## config.mk

```make
export PLATFORM = sky130hd
export DESIGN_NAME = pwr_fail_ctl
export DESIGN_NICKNAME = d
export VERILOG_FILES = /design/src/rtl/pf_pkg.sv /design/src/rtl/pf_glitch_filter.sv /design/src/rtl/pf_time_latch.sv /design/src/rtl/pf_status_regs.sv /design/src/rtl/pwr_fail_ctl.sv
export SDC_FILE = /design/constraint.sdc
export NUM_CORES = 1
export LEC_CHECK = 0
export CORE_ASPECT_RATIO = 0.9
export CORE_MARGIN = 2
export CORE_UTILIZATION = 40
export CTS_CLUSTER_SIZE = 40
export DETAILED_ROUTE_END_ITERATION = 10
export DONT_BUFFER_PORTS = 1
export PLACE_DENSITY = 0.52
export REMOVE_ABC_BUFFERS = 1
export SYNTH_ARGS = -nofsm -noshare
export SYNTH_HDL_FRONTEND = slang
export SYNTH_SLANG_ARGS = --single-unit
```

## constraint.sdc

```tcl
create_clock -name clk -period 4.45 [get_ports clk]
set_clock_uncertainty 0.1 [all_clocks]
set_input_delay 0.2225 -clock clk [delete_from_list [all_inputs] [get_ports clk]]
set_output_delay 0.2225 -clock clk [all_outputs]
set_load 0.01 [all_outputs]
```

## src/rtl/pf_pkg.sv

```systemverilog
// Shared definitions for the power-fail time-save controller.
// Assumes a 4-bit status word with fixed bit meanings.
package pf_pkg;
    localparam int ST_W         = 4;
    localparam int ST_FAIL      = 0;
    localparam int ST_BATT_INIT = 1;
    localparam int ST_SYS_PWR   = 2;
    localparam int ST_LOW_BATT  = 3;
    typedef logic [ST_W-1:0] status_t;
endpackage

```

## src/rtl/pf_glitch_filter.sv

```systemverilog
// Debounces the raw main-supply-good signal. The filtered state only flips
// once the raw level has disagreed with it for FILT_CYC consecutive edges.
// Assumes FILT_CYC >= 1 and a raw input that is already synchronised.
module pf_glitch_filter #(
    parameter int FILT_CYC = 4
) (
    input  logic clk,
    input  logic rst_n,
    input  logic raw_ok,
    output logic good,
    output logic fall_evt,
    output logic rise_evt
);
    localparam int CW = $clog2(FILT_CYC + 1);
    localparam logic [CW-1:0] LAST = CW'(FILT_CYC - 1);

    logic [CW-1:0] run_q;
    logic          good_q;
    logic          flip;

    // Flip when the disagreement has lasted the full window.
    always_comb begin
        flip     = (raw_ok != good_q) && (run_q == LAST);
        fall_evt = flip && good_q;
        rise_evt = flip && !good_q;
    end

    // Count the current disagreement run and update the filtered state.
    always_ff @(posedge clk) begin
        if (!rst_n) begin
            run_q  <= '0;
            good_q <= 1'b1;
        end else if (raw_ok == good_q) begin
            run_q <= '0;
        end else if (flip) begin
            run_q  <= '0;
            good_q <= raw_ok;
        end else begin
            run_q <= run_q + 1'b1;
        end
    end

    assign good = good_q;

    // the filtered state can only change after the raw level disagreed with it.
    p_flip_needs_run_r1: assert property (@(posedge clk) disable iff (!rst_n)
        !$stable(good_q) |-> ($past(raw_ok) != $past(good_q)));
endmodule

```

## src/rtl/pf_time_latch.sv

```systemverilog
// Time-save bank: takes a one-cycle parallel copy of the counters when
// capture is pulsed and holds it otherwise. Assumes capture is a pulse.
module pf_time_latch #(
    parameter int TIME_W = 32
) (
    input  logic              clk,
    input  logic              rst_n,
    input  logic              capture,
    input  logic [TIME_W-1:0] time_in,
    output logic [TIME_W-1:0] saved
);
    // Load the snapshot on capture, otherwise keep it.
    always_ff @(posedge clk) begin
        if (!rst_n)       saved <= '0;
        else if (capture) saved <= time_in;
    end

    // the bank never changes without a capture.
    p_hold_r4: assert property (@(posedge clk) disable iff (!rst_n)
        !capture |=> $stable(saved));
endmodule

```

## src/rtl/pf_status_regs.sv

```systemverilog
// Sticky status bits with write-1-to-clear. A set in the same cycle as a
// clear wins. Assumes clr_en has already been gated by the bus lockout.
module pf_status_regs
    import pf_pkg::*;
(
    input  logic    clk,
    input  logic    rst_n,
    input  status_t set_vec,
    input  logic    clr_en,
    input  status_t clr_mask,
    output status_t q
);
    status_t clr_eff;

    // Only apply the mask when a clear write is actually accepted.
    always_comb clr_eff = clr_en ? clr_mask : '0;

    // Update the sticky bits, with set taking priority over clear.
    always_ff @(posedge clk) begin
        if (!rst_n) q <= '0;
        else        q <= (q & ~clr_eff) | set_vec;
    end

    // a set bit stays set unless its clear is accepted.
    for (genvar i = 0; i < ST_W; i++) begin : g_chk
        p_sticky_r9: assert property (@(posedge clk) disable iff (!rst_n)
            (q[i] && !clr_eff[i]) |=> q[i]);
    end
endmodule

```

## src/rtl/pwr_fail_ctl.sv

```systemverilog
// Power-fail controller top. Filters main_ok, and on an accepted failure
// raises the interrupt, locks the bus, selects the battery and snapshots
// the time. Assumes all inputs are synchronous to clk.
module pwr_fail_ctl
    import pf_pkg::*;
#(
    parameter int TIME_W   = 32,
    parameter int FILT_CYC = 4
) (
    input  logic              clk,
    input  logic              rst_n,
    input  logic              main_ok,
    input  logic              batt_present,
    input  logic              batt_low,
    input  logic [TIME_W-1:0] time_now,
    input  logic              bus_wr_in,
    input  logic              clr_wr,
    input  logic [ST_W-1:0]   clr_mask,
    output logic              bus_wr_out,
    output logic              pf_irq,
    output logic              bus_lock,
    output logic              on_batt,
    output logic [TIME_W-1:0] save_time,
    output logic [ST_W-1:0]   status
);
    logic    good, fall_evt, rise_evt;
    logic    batt_q;
    status_t set_vec;

    pf_glitch_filter #(.FILT_CYC(FILT_CYC)) u_filt (
        .clk(clk), .rst_n(rst_n), .raw_ok(main_ok),
        .good(good), .fall_evt(fall_evt), .rise_evt(rise_evt)
    );

    pf_time_latch #(.TIME_W(TIME_W)) u_save (
        .clk(clk), .rst_n(rst_n), .capture(fall_evt),
        .time_in(time_now), .saved(save_time)
    );

    // Remember the previous battery level for edge detection.
    always_ff @(posedge clk) begin
        if (!rst_n) batt_q <= 1'b0;
        else        batt_q <= batt_present;
    end

    // Collect the set conditions for each status bit.
    always_comb begin
        set_vec               = '0;
        set_vec[ST_FAIL]      = fall_evt;
        set_vec[ST_BATT_INIT] = batt_present && !batt_q;
        set_vec[ST_SYS_PWR]   = rise_evt;
        set_vec[ST_LOW_BATT]  = batt_low;
    end

    pf_status_regs u_stat (
        .clk(clk), .rst_n(rst_n), .set_vec(set_vec),
        .clr_en(clr_wr && !bus_lock), .clr_mask(clr_mask), .q(status)
    );

    // Drive the lockout, supply select, interrupt and gated write.
    always_comb begin
        bus_lock   = !good;
        on_batt    = !good;
        pf_irq     = status[ST_FAIL];
        bus_wr_out = bus_wr_in && !bus_lock;
    end

    // when the lockout begins, the snapshot holds the time from that edge.
    p_save_on_fail_r4: assert property (@(posedge clk) disable iff (!rst_n)
        $rose(bus_lock) |-> (save_time == $past(time_now)));
    // the interrupt is up whenever the lockout has just begun.
    p_irq_on_fail_r2: assert property (@(posedge clk) disable iff (!rst_n)
        $rose(bus_lock) |-> pf_irq);
endmodule

```

After elaboration in Yosys (flattened, before gate mapping):

Index checks and enable logic that the tools add are counted.

* register bits: 41
* input port bits: 43
* output and inout port bits: 40

* $add $sub $neg: 1
* equality and inequality tests: 3
* muxes and demuxes: 1
* bitwise operators: 5
* reductions and logical operators: 10

Operator list (number)
* $logic_and A1 B1 Y1: 6
* $and A4 B4 Y4: 1
* $mux W4: 1
* $not A4 Y4: 1
* $or A4 B4 Y4: 1
* $add A3 B1 Y3 const B: 1
* $eq A3 B2 Y1 const B: 1
* $reduce_or A3 Y1: 1
* $logic_not A1 Y1: 2
* $not A1 Y1: 2
* $reduce_and A2 Y1: 1
* $eq A1 B1 Y1: 1
* $ne A1 B1 Y1: 1

Logic depth before layout (Yosys ltp):

* word-level depth: 5
* gate-level depth with buffers: 6
* mapped depth without buffers: 4

Modules after synthesis:

From an unflattened synthesis, not the netlist that was laid out.

* cell total of the unflattened synthesis: 144
* area, all modules: 1624.1 sq um

By module, submodules not included
* pf_time_latch: times used 1, cells an instance 103, area each 1243.7 sq um, seq. area each 640.6 sq um
* pf_glitch_filter: times used 1, cells an instance 17, area each 173.9 sq um, seq. area each 80.1 sq um
* pf_status_regs: times used 1, cells an instance 16, area each 140.1 sq um, seq. area each 80.1 sq um
* pwr_fail_ctl: times used 1, cells an instance 8, area each 66.3 sq um, seq. area each 20.0 sq um

Least setup slack after synthesis:

No wires, ideal clock.

* path kind: flip-flop to flip-flop
* from: register u_filt.run_q[0]
* to: register u_save.saved[10]
* data arrival time: 1.238 ns
* required time: 4.232 ns
* path slack: 2.994 ns
* stages on the path, launching flop included: 7
* path buffers: 2
* clock period less this slack: 1.456 ns
* cell sequence: dfxtp_1 ha_1 ha_1 and3b_1 buf_6 buf_12 mux2i_1

* cells in the longest elaborated chain, start to end: 3

RTL lines
* from (decl): RTL line pf_glitch_filter.sv:17 `logic [CW-1:0] run_q;`
* from (signal assigned): RTL line pf_glitch_filter.sv:39 `run_q <= run_q + 1'b1;`
* $eq A3 B2 Y1: RTL line pf_glitch_filter.sv:23 `flip = (raw_ok != good_q) && (run_q == LAST);`
* $logic_and A1 B1 Y1: RTL line pf_glitch_filter.sv:23
* $logic_and A1 B1 Y1: RTL line pf_glitch_filter.sv:24 `fall_evt = flip && good_q;`
* to (signal assigned): RTL line pf_time_latch.sv:15 `else if (capture) saved <= time_in;`
* to (decl): RTL line pf_time_latch.sv:10 `output logic [TIME_W-1:0] saved`

Every way passes these cells.
A chain may end at the register's enable or synchronous reset.

Worst setup path after layout:

* from: register u_filt.run_q[0]
* to: register u_save.saved[14]

The elaborated chain is that of the path after synthesis.

==> qor_table.md <==
| Group | Result | Value |
| --- | --- | --- |
| cts | H-tree levels | 2 |
| drt | Antenna Violating Nets Remaining | 0 |
| synth | Sequential-to-total area share from yosys stat | 48.3% |
| cts | Root cell of the clock tree | clkbuf_8 |
| power | Switching portion of total power | 21.0% |
| synth | Register bit total from synthesis | 41 |
| timing | Slew at the pin closest to its max-slew limit | 0.952 ns |
| cts | Clock latency at the later pin of the worst-skew pair | 0.28 ns |
| placed design | Input/output buffers | 0 |
| synth | Dominant cells by area after synthesis | dfxtp_1 (48%), mux2i_1 (19%), nand2_1 (15%), buf_12 (3.5%), clkbuf_1 (1.5%) |
| power | Pwr dens | 323 mW/mm² |
| cts | Clock transition at the register clock pins on the worst setup and hold paths after CTS | 0.08 ns |
| layout | Layout Cells excl Fill | 258 |
| power | Share of total power in the clock network | 37.8% |
| synth | Number of synthesized flops with an enable pin | 0 |
| timing | WHS | 0.0339 ns |
| global routing | Total track usage | 13.7% |
| drt | Number of vias after detailed routing | 1243 |
| global routing | GRT overflow | 0 |
| power | Power share of the combinational group | 7.8% |
| power | Power, Total | 0.688 mW |
| synth | Compound-Gate Fraction of Synth Area | 3.31% |
| timing | Slew headroom | 36.5% |
| synth | Most instantiated cells after synthesis | nand2_1 (66), dfxtp_1 (41), mux2i_1 (32), clkbuf_1 (7) |
| synth | Cells after synthesis | 179 |
| placed design | Placer Congestion | 0.740 |
| timing | Fraction of the cycle the final worst path needs | 56.7% |
| floorplanning | Effective utilization at floorplan | 41.7% |
| setup path | Critical path's most frequent cell | ha_1 |
| power | Sequential Power Share | 54.4% |
| floorplanning | Die W | 72.7 µm |
| floorplanning | Vertical die dimension | 65.9 µm |
| timing | Count of endpoints failing setup in the final report | 0 |
| setup path | Startpoint Class | flop |
| global routing | First-pass GRT wire length | 5.05 mm |
| layout | Final non-filler cell area | 0.00213 mm² |
| layout | Sequential cell area in the final layout | 821 µm² |
| setup path | Family of cells with the greatest summed delay on the critical path | simple AND/OR/NAND/NOR gates |
| cts | Clock Sinks | 41 |
| synth | Dominant cell type by area after synthesis | dfxtp_1 |
| synth | Average cell area after synthesis | 9.50 µm² |
| floorplanning | Total Die Area | 0.00479 mm² |
| layout | Antenna diode count | 0 |
| timing | Max-slew violations | 0 |
| setup path | Required time at the endpoint of the critical path | 4.58 ns |
| global routing | Initial antenna violation count | 0 |
| placed design | Placed inst area | 0.00163 mm² |
| timing | Min Tclk post-route | 2.52 ns |
| setup path | CP max stage delay | 0.84 ns |
| setup path | Endpoint arrival time on the critical path | 2.65 ns |
| drt | Aggregate routed wire length | 3.26 mm |
| setup path | Critical path's slowest cell | and3b_2 |
| timing | Hold Vio Cnt, Final | 0 |
| power | Switching Power | 0.145 mW |
| floorplanning | Std-Cell Rows | 22 |
| drt | DRC Markers | 0 |
| synth | Combinational family with the most area after synthesis | simple AND/OR/NAND/NOR gates |
| power | Design internal power | 0.544 mW |
| power | LEAKAGE | 0.807 nW |
| power | Peak supply drop | 0.116 mV |
| setup path | Buffers & Inverters on Critical Path | 1 |
| synth | Count of warnings emitted by yosys | 0 |
| drt | Routed vias/inst | 4.82 |
| drt | Initial detailed-routing violation count | 24 |
| layout | Total area of multi-input combinational cells | 741 µm² |
| cts | Number of hold buffers added after cts | 38 |
| global routing | Vias in the first global route | 1182 |
| cts | Clock tree from TritonCTS | built |
| synth | Netlist Area Pre-Place | 0.00170 mm² |
| timing | Max Clock Freq | 0.396 GHz |
| synth | Leading cell type by number of instances after synthesis | nand2_1 |
| cts | Inserted Clock Buffers | 5 |
| setup path | Max Fanout on Critical Path | 33 |
| setup path | Endpoint kind of the worst setup timing path | flop |
| synth | Synth top area share | 48.3% |
| hold path | Worst hold-check path type | input port to flop |
| layout | Total Nets Final | 254 |
| placed design | Detailed placement HPWL | 2.01 mm |
| layout | Share of post-route cells with drive strength above 1 | 6.19% |
| synth | Ys async rst share | 0% |
| synth | Synthesized-area fraction occupied by and/or/nand/nor cells | 19.4% |
| setup path | Critical Path, Cell by Cell | ha_1, ha_1, and3b_2, mux2i_1, dlygate4sd3_1 |
| global routing | Largest net degree at the start of global routing | 71 |
| status | Status | finished, final reports clean |
| placed design | Placed cells | 212 |
| timing | Final total negative setup slack | 0 ns |
| synth | Share of the synthesized netlist area taken by xor and xnor gates | 0.515% |
| run | Max-Cap Viols | 0 |
| drt | Number of search-and-repair iterations in the first detailed-routing pass | 4 |
| synth | Multiplexer share of the synthesized area | 18.8% |
| synth | Main synth FF type | dfxtp_1 |
| floorplanning | Floorplan core area | 0.00407 mm² |
| drt | Detail-routed net length per standard cell | 12.6 µm |
| floorplanning | Top-level port count | 83 |
| cts | Number of buffers between clock root and the deepest sink | 2 |
| timing | Setup repair after global routing missed its margin | no |
| synth | Fraction of the mapped netlist area in adder cells | 1.47% |
| synth | Count of distinct cell types in the synthesized netlist | 28 |
| layout | Fill cells | 376 |
| cts | Post-CTS sizing | 0 |
| layout | Post-synthesis to final-layout area growth | 25.4% |
| setup path | Kind of critical path | flop to flop |
| cts | Buffers inserted during post-CTS setup optimization | 0 |
-- layer usage --
metal | share of wire [%] | routed length, µm | vias up | track usage (%)
met4 | 0.43 | 14 | 0 | 4.17
met5 | 0 | 0 | - | 0
met2 | 48 | 1550 | 52 | 24.2
li1 | - | - | 635 | -
met3 | 9.1 | 298 | 3 | 5.64
met1 | 43 | 1400 | 553 | 15.0
-- placed cells by master (no fill, tap or decap), types with 2 or more instances in the layout --
| cell type | count |
|---|---|
| and3b_2 | 2 |
| clkbuf_8 | 7 |
| dfxtp_1 | 41 |
| dlygate4sd3_1 | 37 |
| ha_1 | 2 |
| inv_1 | 3 |
| mux2i_1 | 32 |
| nand2_1 | 66 |
| nor2b_1 | 2 |
| nor3_1 | 2 |
-- registers in the layout (all words and copies together) (netlist names) --
register and cells:
batt_q 1, u_filt.good 1, u_filt.run_q 3, u_save.saved 32
u_stat.q 4
-- area by class of cell --
cell class	count	area share, %
clock inverters	1	0.235
flip-flops and latches	41	38.5
well taps	48	2.82
inverters	3	0.528
repair buffers	38	18.7
clock buffers	7	4.52
multi-input cells	120	34.7
-- worst paths after layout --
path	startpoint	to	slack (ns)	cells after the start
worst max register to register	u_filt.run_q[0]	u_save.saved[14]	1.93	5
worst min-delay path	rst_n	u_filt.run_q[1]	0.03	2
worst min register to register	u_filt.run_q[0]	u_filt.run_q[0]	0.34	1
worst max-delay path	u_filt.run_q[0]	u_save.saved[14]	1.93	5
-- power groups by stage --
stage / Combinational, mW / Sequential (mW) / Clock [mW]
finish: 0.0536 / 0.375 / 0.260
CTS: 0.0538 / 0.375 / 0.272
global route: 0.0597 / 0.375 / 0.288
global placement: 0.0177 / 0.383 / 0
floorplan: 0.0161 / 0.383 / 0
detailed placement: 0.0183 / 0.383 / 0
-- worst reg2reg max path, stage by stage, from the launching register on --
cell and delay, ns:
dfxtp_1 0.34, ha_1 0.15, ha_1 0.21, and3b_2 0.84, mux2i_1 0.27, dlygate4sd3_1 0.56
-- kinds of logic after synthesis --
kind of cell | Yosys count
buffers and inverters | 18
adder cells (fa/ha/maj) | 2
AND/OR/NAND/NOR | 78
AO/OA/AOI/OAI | 7
flip-flops | 41
XOR/XNOR | 1
multiplexers | 32
-- metrics by stage --
step	worst slack, ns	util, %
after floorplan	2.19	-
after global placement	2.53	40.1
after detailed placement	2.43	40.1
after CTS	1.89	52.3
after global routing	1.75	52.3
final	1.93	52.3
Note: power is estimated with default switching activity, not from simulation.
